--- src/rtl/tmr_pkg.sv ---
// Package: shared mode encoding and register addresses for the time base.
// Assumes a two-bit register address space.
package tmr_pkg;
    typedef enum logic [1:0] {
        MODE_UP     = 2'd0,
        MODE_DOWN   = 2'd1,
        MODE_CENTER = 2'd2,
        MODE_UP_ALT = 2'd3
    } cnt_mode_e;

    localparam logic [1:0] ADDR_CTRL = 2'd0;
    localparam logic [1:0] ADDR_PSC  = 2'd1;
    localparam logic [1:0] ADDR_ARR  = 2'd2;
    localparam logic [1:0] ADDR_CMD  = 2'd3;

    localparam int CTRL_EN   = 0;
    localparam int CTRL_URS  = 1;
    localparam int CTRL_MODE = 2;
    localparam int CTRL_UIE  = 4;
    localparam int CMD_UG    = 0;
    localparam int CMD_KEEP  = 1;
endpackage

--- src/rtl/tmr_regs.sv ---
// Register file: holds control, the two buffers and the sticky update flag.
// Decodes the software update strobe combinationally from the write port.
// Assumes DATA_W >= 5 so that all control bits fit.
module tmr_regs
    import tmr_pkg::*;
#(
    parameter int CNT_W  = 16,
    parameter int PSC_W  = 16,
    parameter int DATA_W = 16
) (
    input  logic              clk,
    input  logic              rst_n,
    input  logic              wr_en,
    input  logic [1:0]        wr_addr,
    input  logic [DATA_W-1:0] wr_data,
    input  logic              hw_evt,
    output logic              en,
    output logic              urs,
    output cnt_mode_e         mode,
    output logic              uie,
    output logic [PSC_W-1:0]  psc_buf,
    output logic [CNT_W-1:0]  arr_buf,
    output logic              ug,
    output logic              upd_flag
);
    logic cmd_wr;
    logic flag_set;
    logic flag_clr;

    // Decode the command write, the flag set request and the flag clear request.
    always_comb begin
        cmd_wr   = wr_en && (wr_addr == ADDR_CMD);
        ug       = cmd_wr && wr_data[CMD_UG];
        flag_set = hw_evt || (ug && !urs);
        flag_clr = cmd_wr && !wr_data[CMD_KEEP];
    end

    // Control register.
    always_ff @(posedge clk) begin
        if (!rst_n) begin
            en   <= 1'b0;
            urs  <= 1'b0;
            mode <= MODE_UP;
            uie  <= 1'b0;
        end else if (wr_en && wr_addr == ADDR_CTRL) begin
            en   <= wr_data[CTRL_EN];
            urs  <= wr_data[CTRL_URS];
            mode <= cnt_mode_e'(wr_data[CTRL_MODE +: 2]);
            uie  <= wr_data[CTRL_UIE];
        end
    end

    // Division and limit buffers.
    always_ff @(posedge clk) begin
        if (!rst_n) begin
            psc_buf <= '0;
            arr_buf <= '1;
        end else if (wr_en) begin
            if (wr_addr == ADDR_PSC) psc_buf <= wr_data[PSC_W-1:0];
            if (wr_addr == ADDR_ARR) arr_buf <= wr_data[CNT_W-1:0];
        end
    end

    // Sticky update flag, with set taking priority over clear.
    always_ff @(posedge clk) begin
        if (!rst_n)        upd_flag <= 1'b0;
        else if (flag_set) upd_flag <= 1'b1;
        else if (flag_clr) upd_flag <= 1'b0;
    end


    quiet_update_chk: assert property (@(posedge clk) disable iff (!rst_n)
        (ug && urs && !hw_evt) |=> !$rose(upd_flag));

    wrap_sets_flag_chk: assert property (@(posedge clk) disable iff (!rst_n)
        hw_evt |=> upd_flag);
endmodule

--- src/rtl/tmr_prescaler.sv ---
// Prescaler: divides the clock by (active value + 1) and emits one tick per period.
// The active value is loaded from the buffer only on an update event.
// A software update restarts the internal count from zero.
module tmr_prescaler #(
    parameter int PSC_W = 16
) (
    input  logic             clk,
    input  logic             rst_n,
    input  logic             en,
    input  logic             ug,
    input  logic             upd_evt,
    input  logic [PSC_W-1:0] psc_buf,
    output logic             tick
);
    logic [PSC_W-1:0] psc_act;
    logic [PSC_W-1:0] pcnt;
    logic             at_end;

    // Detect the end of a division period.
    always_comb begin
        at_end = (pcnt >= psc_act);
        tick   = en && !ug && at_end;
    end

    // Active division value, transferred on update events.
    always_ff @(posedge clk) begin
        if (!rst_n)       psc_act <= '0;
        else if (upd_evt) psc_act <= psc_buf;
    end

    // Internal divider count.
    always_ff @(posedge clk) begin
        if (!rst_n)      pcnt <= '0;
        else if (ug)     pcnt <= '0;
        else if (en)     pcnt <= at_end ? '0 : pcnt + 1'b1;
    end


    psc_hold_chk: assert property (@(posedge clk) disable iff (!rst_n)
        !upd_evt |=> $stable(psc_act));

    psc_restart_chk: assert property (@(posedge clk) disable iff (!rst_n)
        ug |=> (pcnt == '0));

    psc_idle_chk: assert property (@(posedge clk) disable iff (!rst_n)
        (!en && !ug) |=> $stable(pcnt));
endmodule

--- src/rtl/tmr_counter.sv ---
// Main counter: up, down or center counting on prescaler ticks.
// Produces the hardware wrap event and holds the active limit register.
// The active limit is loaded on every update event, and the down-mode reload
// takes the buffer value so that the next period uses the new limit.
module tmr_counter
    import tmr_pkg::*;
#(
    parameter int CNT_W = 16
) (
    input  logic             clk,
    input  logic             rst_n,
    input  logic             tick,
    input  logic             ug,
    input  logic             upd_evt,
    input  cnt_mode_e        mode,
    input  logic [CNT_W-1:0] arr_buf,
    output logic [CNT_W-1:0] cnt,
    output logic             hw_evt
);
    logic [CNT_W-1:0] arr_act;
    logic             dir_down;
    logic [CNT_W:0]   cnt_inc;

    // Find the wrap condition for the current mode and direction.
    always_comb begin
        cnt_inc = {1'b0, cnt} + 1'b1;
        unique case (mode)
            MODE_DOWN:   hw_evt = tick && (cnt == '0);
            MODE_CENTER: hw_evt = tick && (dir_down ? (cnt <= 1)
                                                    : (cnt_inc >= {1'b0, arr_act}));
            default:     hw_evt = tick && (cnt >= arr_act);
        endcase
    end

    // Active limit, transferred on update events.
    always_ff @(posedge clk) begin
        if (!rst_n)       arr_act <= '1;
        else if (upd_evt) arr_act <= arr_buf;
    end

    // Counter value and center-mode direction.
    always_ff @(posedge clk) begin
        if (!rst_n) begin
            cnt      <= '0;
            dir_down <= 1'b0;
        end else if (ug) begin
            cnt      <= (mode == MODE_DOWN) ? arr_buf : '0;
            dir_down <= 1'b0;
        end else if (tick) begin
            unique case (mode)
                MODE_DOWN: begin
                    cnt      <= hw_evt ? arr_buf : cnt - 1'b1;
                    dir_down <= 1'b0;
                end
                MODE_CENTER: begin
                    cnt      <= dir_down ? cnt - 1'b1 : cnt + 1'b1;
                    dir_down <= hw_evt ? !dir_down : dir_down;
                end
                default: begin
                    cnt      <= hw_evt ? '0 : cnt + 1'b1;
                    dir_down <= 1'b0;
                end
            endcase
        end
    end


    arr_hold_chk: assert property (@(posedge clk) disable iff (!rst_n)
        !upd_evt |=> $stable(arr_act));

    ug_start_chk: assert property (@(posedge clk) disable iff (!rst_n)
        (ug && mode != MODE_DOWN) |=> (cnt == '0));

    up_wrap_chk: assert property (@(posedge clk) disable iff (!rst_n)
        (tick && !ug && mode == MODE_UP && cnt == arr_act) |=> (cnt == '0));

    cnt_idle_chk: assert property (@(posedge clk) disable iff (!rst_n)
        (!tick && !ug) |=> $stable(cnt));
endmodule

--- src/rtl/tmr_timebase.sv ---
// Top level of the timer time base: register port, prescaler and counter.
// An update event is a hardware wrap or a software update strobe.
// Assumes max(CNT_W, PSC_W) >= 5 so that the control word fits the data port.
module tmr_timebase
    import tmr_pkg::*;
#(
    parameter int CNT_W = 16,
    parameter int PSC_W = 16,
    localparam int DATA_W = (CNT_W > PSC_W) ? CNT_W : PSC_W
) (
    input  logic              clk,
    input  logic              rst_n,
    input  logic              wr_en,
    input  logic [1:0]        wr_addr,
    input  logic [DATA_W-1:0] wr_data,
    output logic [CNT_W-1:0]  cnt_o,
    output logic              upd_flag,
    output logic              irq
);
    logic             en;
    logic             urs;
    cnt_mode_e        mode;
    logic             uie;
    logic [PSC_W-1:0] psc_buf;
    logic [CNT_W-1:0] arr_buf;
    logic             ug;
    logic             hw_evt;
    logic             upd_evt;
    logic             tick;

    // Merge the update sources and gate the interrupt.
    always_comb begin
        upd_evt = hw_evt || ug;
        irq     = upd_flag && uie;
    end

    tmr_regs #(.CNT_W(CNT_W), .PSC_W(PSC_W), .DATA_W(DATA_W)) u_regs (
        .clk(clk), .rst_n(rst_n), .wr_en(wr_en), .wr_addr(wr_addr),
        .wr_data(wr_data), .hw_evt(hw_evt), .en(en), .urs(urs), .mode(mode),
        .uie(uie), .psc_buf(psc_buf), .arr_buf(arr_buf), .ug(ug),
        .upd_flag(upd_flag)
    );

    tmr_prescaler #(.PSC_W(PSC_W)) u_psc (
        .clk(clk), .rst_n(rst_n), .en(en), .ug(ug), .upd_evt(upd_evt),
        .psc_buf(psc_buf), .tick(tick)
    );

    tmr_counter #(.CNT_W(CNT_W)) u_cnt (
        .clk(clk), .rst_n(rst_n), .tick(tick), .ug(ug), .upd_evt(upd_evt),
        .mode(mode), .arr_buf(arr_buf), .cnt(cnt_o), .hw_evt(hw_evt)
    );
endmodule

--- config.mk ---
export PLATFORM = sky130hd
export DESIGN_NAME = tmr_timebase
export DESIGN_NICKNAME = d
export VERILOG_FILES = /design/src/rtl/tmr_pkg.sv /design/src/rtl/tmr_regs.sv /design/src/rtl/tmr_prescaler.sv /design/src/rtl/tmr_counter.sv /design/src/rtl/tmr_timebase.sv
export SDC_FILE = /design/constraint.sdc
export NUM_CORES = 1
export LEC_CHECK = 0
export ABC_AREA = 1
export ABC_CLOCK_PERIOD_IN_PS = 7200
export BUFFER_PORTS_ARGS = -buffer_cell sky130_fd_sc_hd__buf_2
export CAP_MARGIN = 20
export CELL_PAD_IN_SITES_DETAIL_PLACEMENT = 0
export CELL_PAD_IN_SITES_GLOBAL_PLACEMENT = 1
export CORE_UTILIZATION = 30
export CTS_CLUSTER_DIAMETER = 50
export DETAILED_ROUTE_END_ITERATION = 10
export MAX_ROUTING_LAYER = met4
export PLACE_DENSITY_LB_ADDON = 0.2
export SLEW_MARGIN = 30
export SYNTH_ARGS = -nofsm -noshare
export SYNTH_HDL_FRONTEND = slang
export SYNTH_HIERARCHICAL = 1
export SYNTH_SLANG_ARGS = --single-unit
--- constraint.sdc ---
create_clock -name clk -period 7.2 [get_ports clk]
set_input_delay 1.08 -clock clk [delete_from_list [all_inputs] [get_ports clk]]
set_output_delay 1.08 -clock clk [all_outputs]
set_load 0.02 [all_outputs]
==> qor.yml <==
status: "completed"
grt_start_max_net_pins: 89
r2r_start: "u_cnt/cnt[0]"
power_frac_comb: 0.204
p_int_uw: 942
grt_use_total: 0.183
r2r_setup_slack_ns: 2.63
routed_wl_um: 20100
dpl.cell_count: 1277
yosysWarnings: 6
yosys.area.top_type: "dfxtp_1"
setup.worst_path.start: "u_cnt/cnt[0]"
final_cell_mix: "nand2_1 (240), inv_1 (120), dfxtp_1 (103)"
r2r-end: "u_psc/psc_act[4]"
end_kind: "flip-flop"
hold_class: "flip-flop to flip-flop"
setup_tns_ns: 0
cts_max_path_buffers: 2
cts_resized: 0
viasPerCell: 4.78
final_cells: 1293
seqPwrFrac: 0.445
max_slew_margin: 0.423
synth.avg_cell_area_um2: 6.84
ctsHoldBuffers: 0
wire_per_inst_um: 15.5
leakage_uw: 0.00368
crit_fanout: 31
required_ns: 7.48
cts_tree: "built"
cap_violations: 0
place_area_um2: 7170
coreArea_um2: 22000
crit_type: "flip-flop to flip-flop"
grt_pass1_wl_um: 32600
power.total_uw: 1400
start_util: 0.309
critPathArrivalTime_ns: 4.85
cts.clk_slew.worst_paths_ns: 0.07
synthDistinctLibCells: 46
synth_cells: 996
final.setup_skew_ns: 0.00650
synthesis.nets: 1071
nFillCells: 2484
power.switching_uw: 459
rsz0062_at_grt: "no"
dr.pass1.iters: 6
setup_violations: 0
numCtsBuffers: 9
ant_nets: 0
min_period_over_period: 0.635
fp-row-count: 54
swShare: 0.328
worstSkewPairLatency_ns: 0.36
cts_setup_buffers: 0
syn2layout_area_growth_pct: 9.43
synth_top_cells_by_area: "dfxtp_1 (30%), nand2_1 (13%), ha_1 (9.9%)"
root_buffer: "clkbuf_16"
critPathCapture: "u_psc/psc_act[4]"
die_w_um: 153
antenna_found_initial: 0
synth_top_area_frac: 0.303
grt_pass1_vias: 5982
gp_congestion: 0.815
hold_viol: 0
synthesis.area_um2: 6810
worstMarginPinSlew_ns: 0.865
layout-drive-gt1-share: 0.120
drv_slew: 0
gr-total-overflow: 0
whs_ns: 0.466
vias: 6181
synth-seq-area-share: 0.303
clkSinkCount: 103
port_buffers: 38
crit_path_start_kind: "flip-flop"
drt_iter0_drc: 320
htreeDepth: 3
io_pins: 39
power_density_nw_per_um2: 188
irDropWorstVdd_uv: 99.9
post-route-drc-count: 0
min_period_ns: 4.57
clkPwrFrac: 0.351
fin_area_um2: 7450
n_antenna_cell: 0
nets: 1083
rr_worst_depth: 22
fmax_mhz: 219
dp_hpwl_um: 14800
ys_seq_elements: 103
final_common_cell: "nand2_1"
die_h_um: 153
die_area_um2: 23300
==> kinds of logic (layout without fill, tap and decap cells) <==
group | after synthesis | count (layout) | synth area share
buf+inv | 170 | 187 | 0.104
simple gates | 457 | 457 | 0.296
flops | 103 | 103 | 0.303
xor+xnor | 32 | 32 | 0.0412
mux | 1 | 1 | 0.00147
fa+ha+maj | 54 | 54 | 0.0992
compound gates | 179 | 179 | 0.154
==> layer usage <==
layer	GRT usage	wire length (um)
met1	0.238	9860
met2	0.291	9200
met3	0.0356	787
met4	0.0404	225
met5	-	0
==> how the worst min path moves through the flow <==
stage | startpoint | endpoint | cells past startpoint
floorplan | u_regs/urs | u_regs/urs | 2
CTS | u_psc/psc_act[8] | u_psc/psc_act[8] | 2
finish | u_regs/urs | u_regs/urs | 2
global placement | u_regs/urs | u_regs/urs | 2
detailed placement | u_regs/urs | u_regs/urs | 2
global route | u_psc/psc_act[8] | u_psc/psc_act[8] | 2
==> stage by stage <==
stage | worst slack, ns | utilization
6_report | 2.63 | 0.338
5_1_grt | 1.96 | 0.338
4_1_cts | 2.70 | 0.338
3_5_place_dp | 2.76 | 0.325
3_3_place_gp | 2.89 | 0.325
2_1_floorplan | 3.61 | -
==> critical path, stage by stage, from the launching register on <==
cell     delay [ns]
dfxtp_1        0.47
inv_1          0.16
nor3_1         0.50
nand2_1        0.22
nor2_1         0.20
xor2_1         0.23
inv_1          0.09
ha_1           0.27
nand4_1        0.13
nor2_1         0.08
nand3_1        0.07
nand2_1        0.05
nor2_1         0.12
nand2_1        0.07
nand2_1        0.07
nand2_2        0.18
nand2_2        0.42
inv_2          0.12
inv_1          0.07
nand2_1        0.06
inv_1          0.58
o21ai_0        0.19
a21oi_1        0.16
==> area by class of cell <==
class | instances | area, um2 | share of cell area
repair buffers | 43 | 228 | 0.0306
well taps | 280 | 350 | 0.0470
inverters | 128 | 485 | 0.0652
clock inverters | 4 | 27.5 | 0.00369
flip-flops and latches | 103 | 2060 | 0.277
multi-input cells | 723 | 4040 | 0.542
clock buffers | 12 | 256 | 0.0344
==> power groups by stage <==
stage	combinational, uW	sequential, uW	clock (uW)
after floorplan	203	632	0
after global placement	289	637	0
after detailed placement	286	637	0
after CTS	288	624	516
after global routing	324	628	537
final	286	623	492
==> synthesized netlist by cell type (all sizes together) <==
cell and instances:
nand3 75, a21boi 2, inv 127, nor4 1, a221oi 1, clkinv 1, or2 2, o21ai 74
dfxtp 103, nand4 11, clkbuf 25, a21oi 61, nor3 15, mux2i 1, xnor2 4, nand2 248
xor2 28, o21a 3, nand3b 1, a21o 2, o21bai 3, ha 54, nor2 102, o211ai 30
buf 17, a31oi 1, nor3b 1, o22ai 2, and3 1
==> registers in the layout (all words and copies together) (netlist names) <==
name	cells
u_regs/psc_buf	16
u_cnt/cnt	16
u_regs/en	1
u_regs/uie	1
u_regs/upd_flag	1
u_cnt/dir_down	1
u_regs/arr_buf	16
u_regs/urs	1
u_cnt/arr_act	16
u_psc/pcnt	16
u_regs/mode	2
u_psc/psc_act	16
No activity file was read; power rests on OpenSTA's default activity.
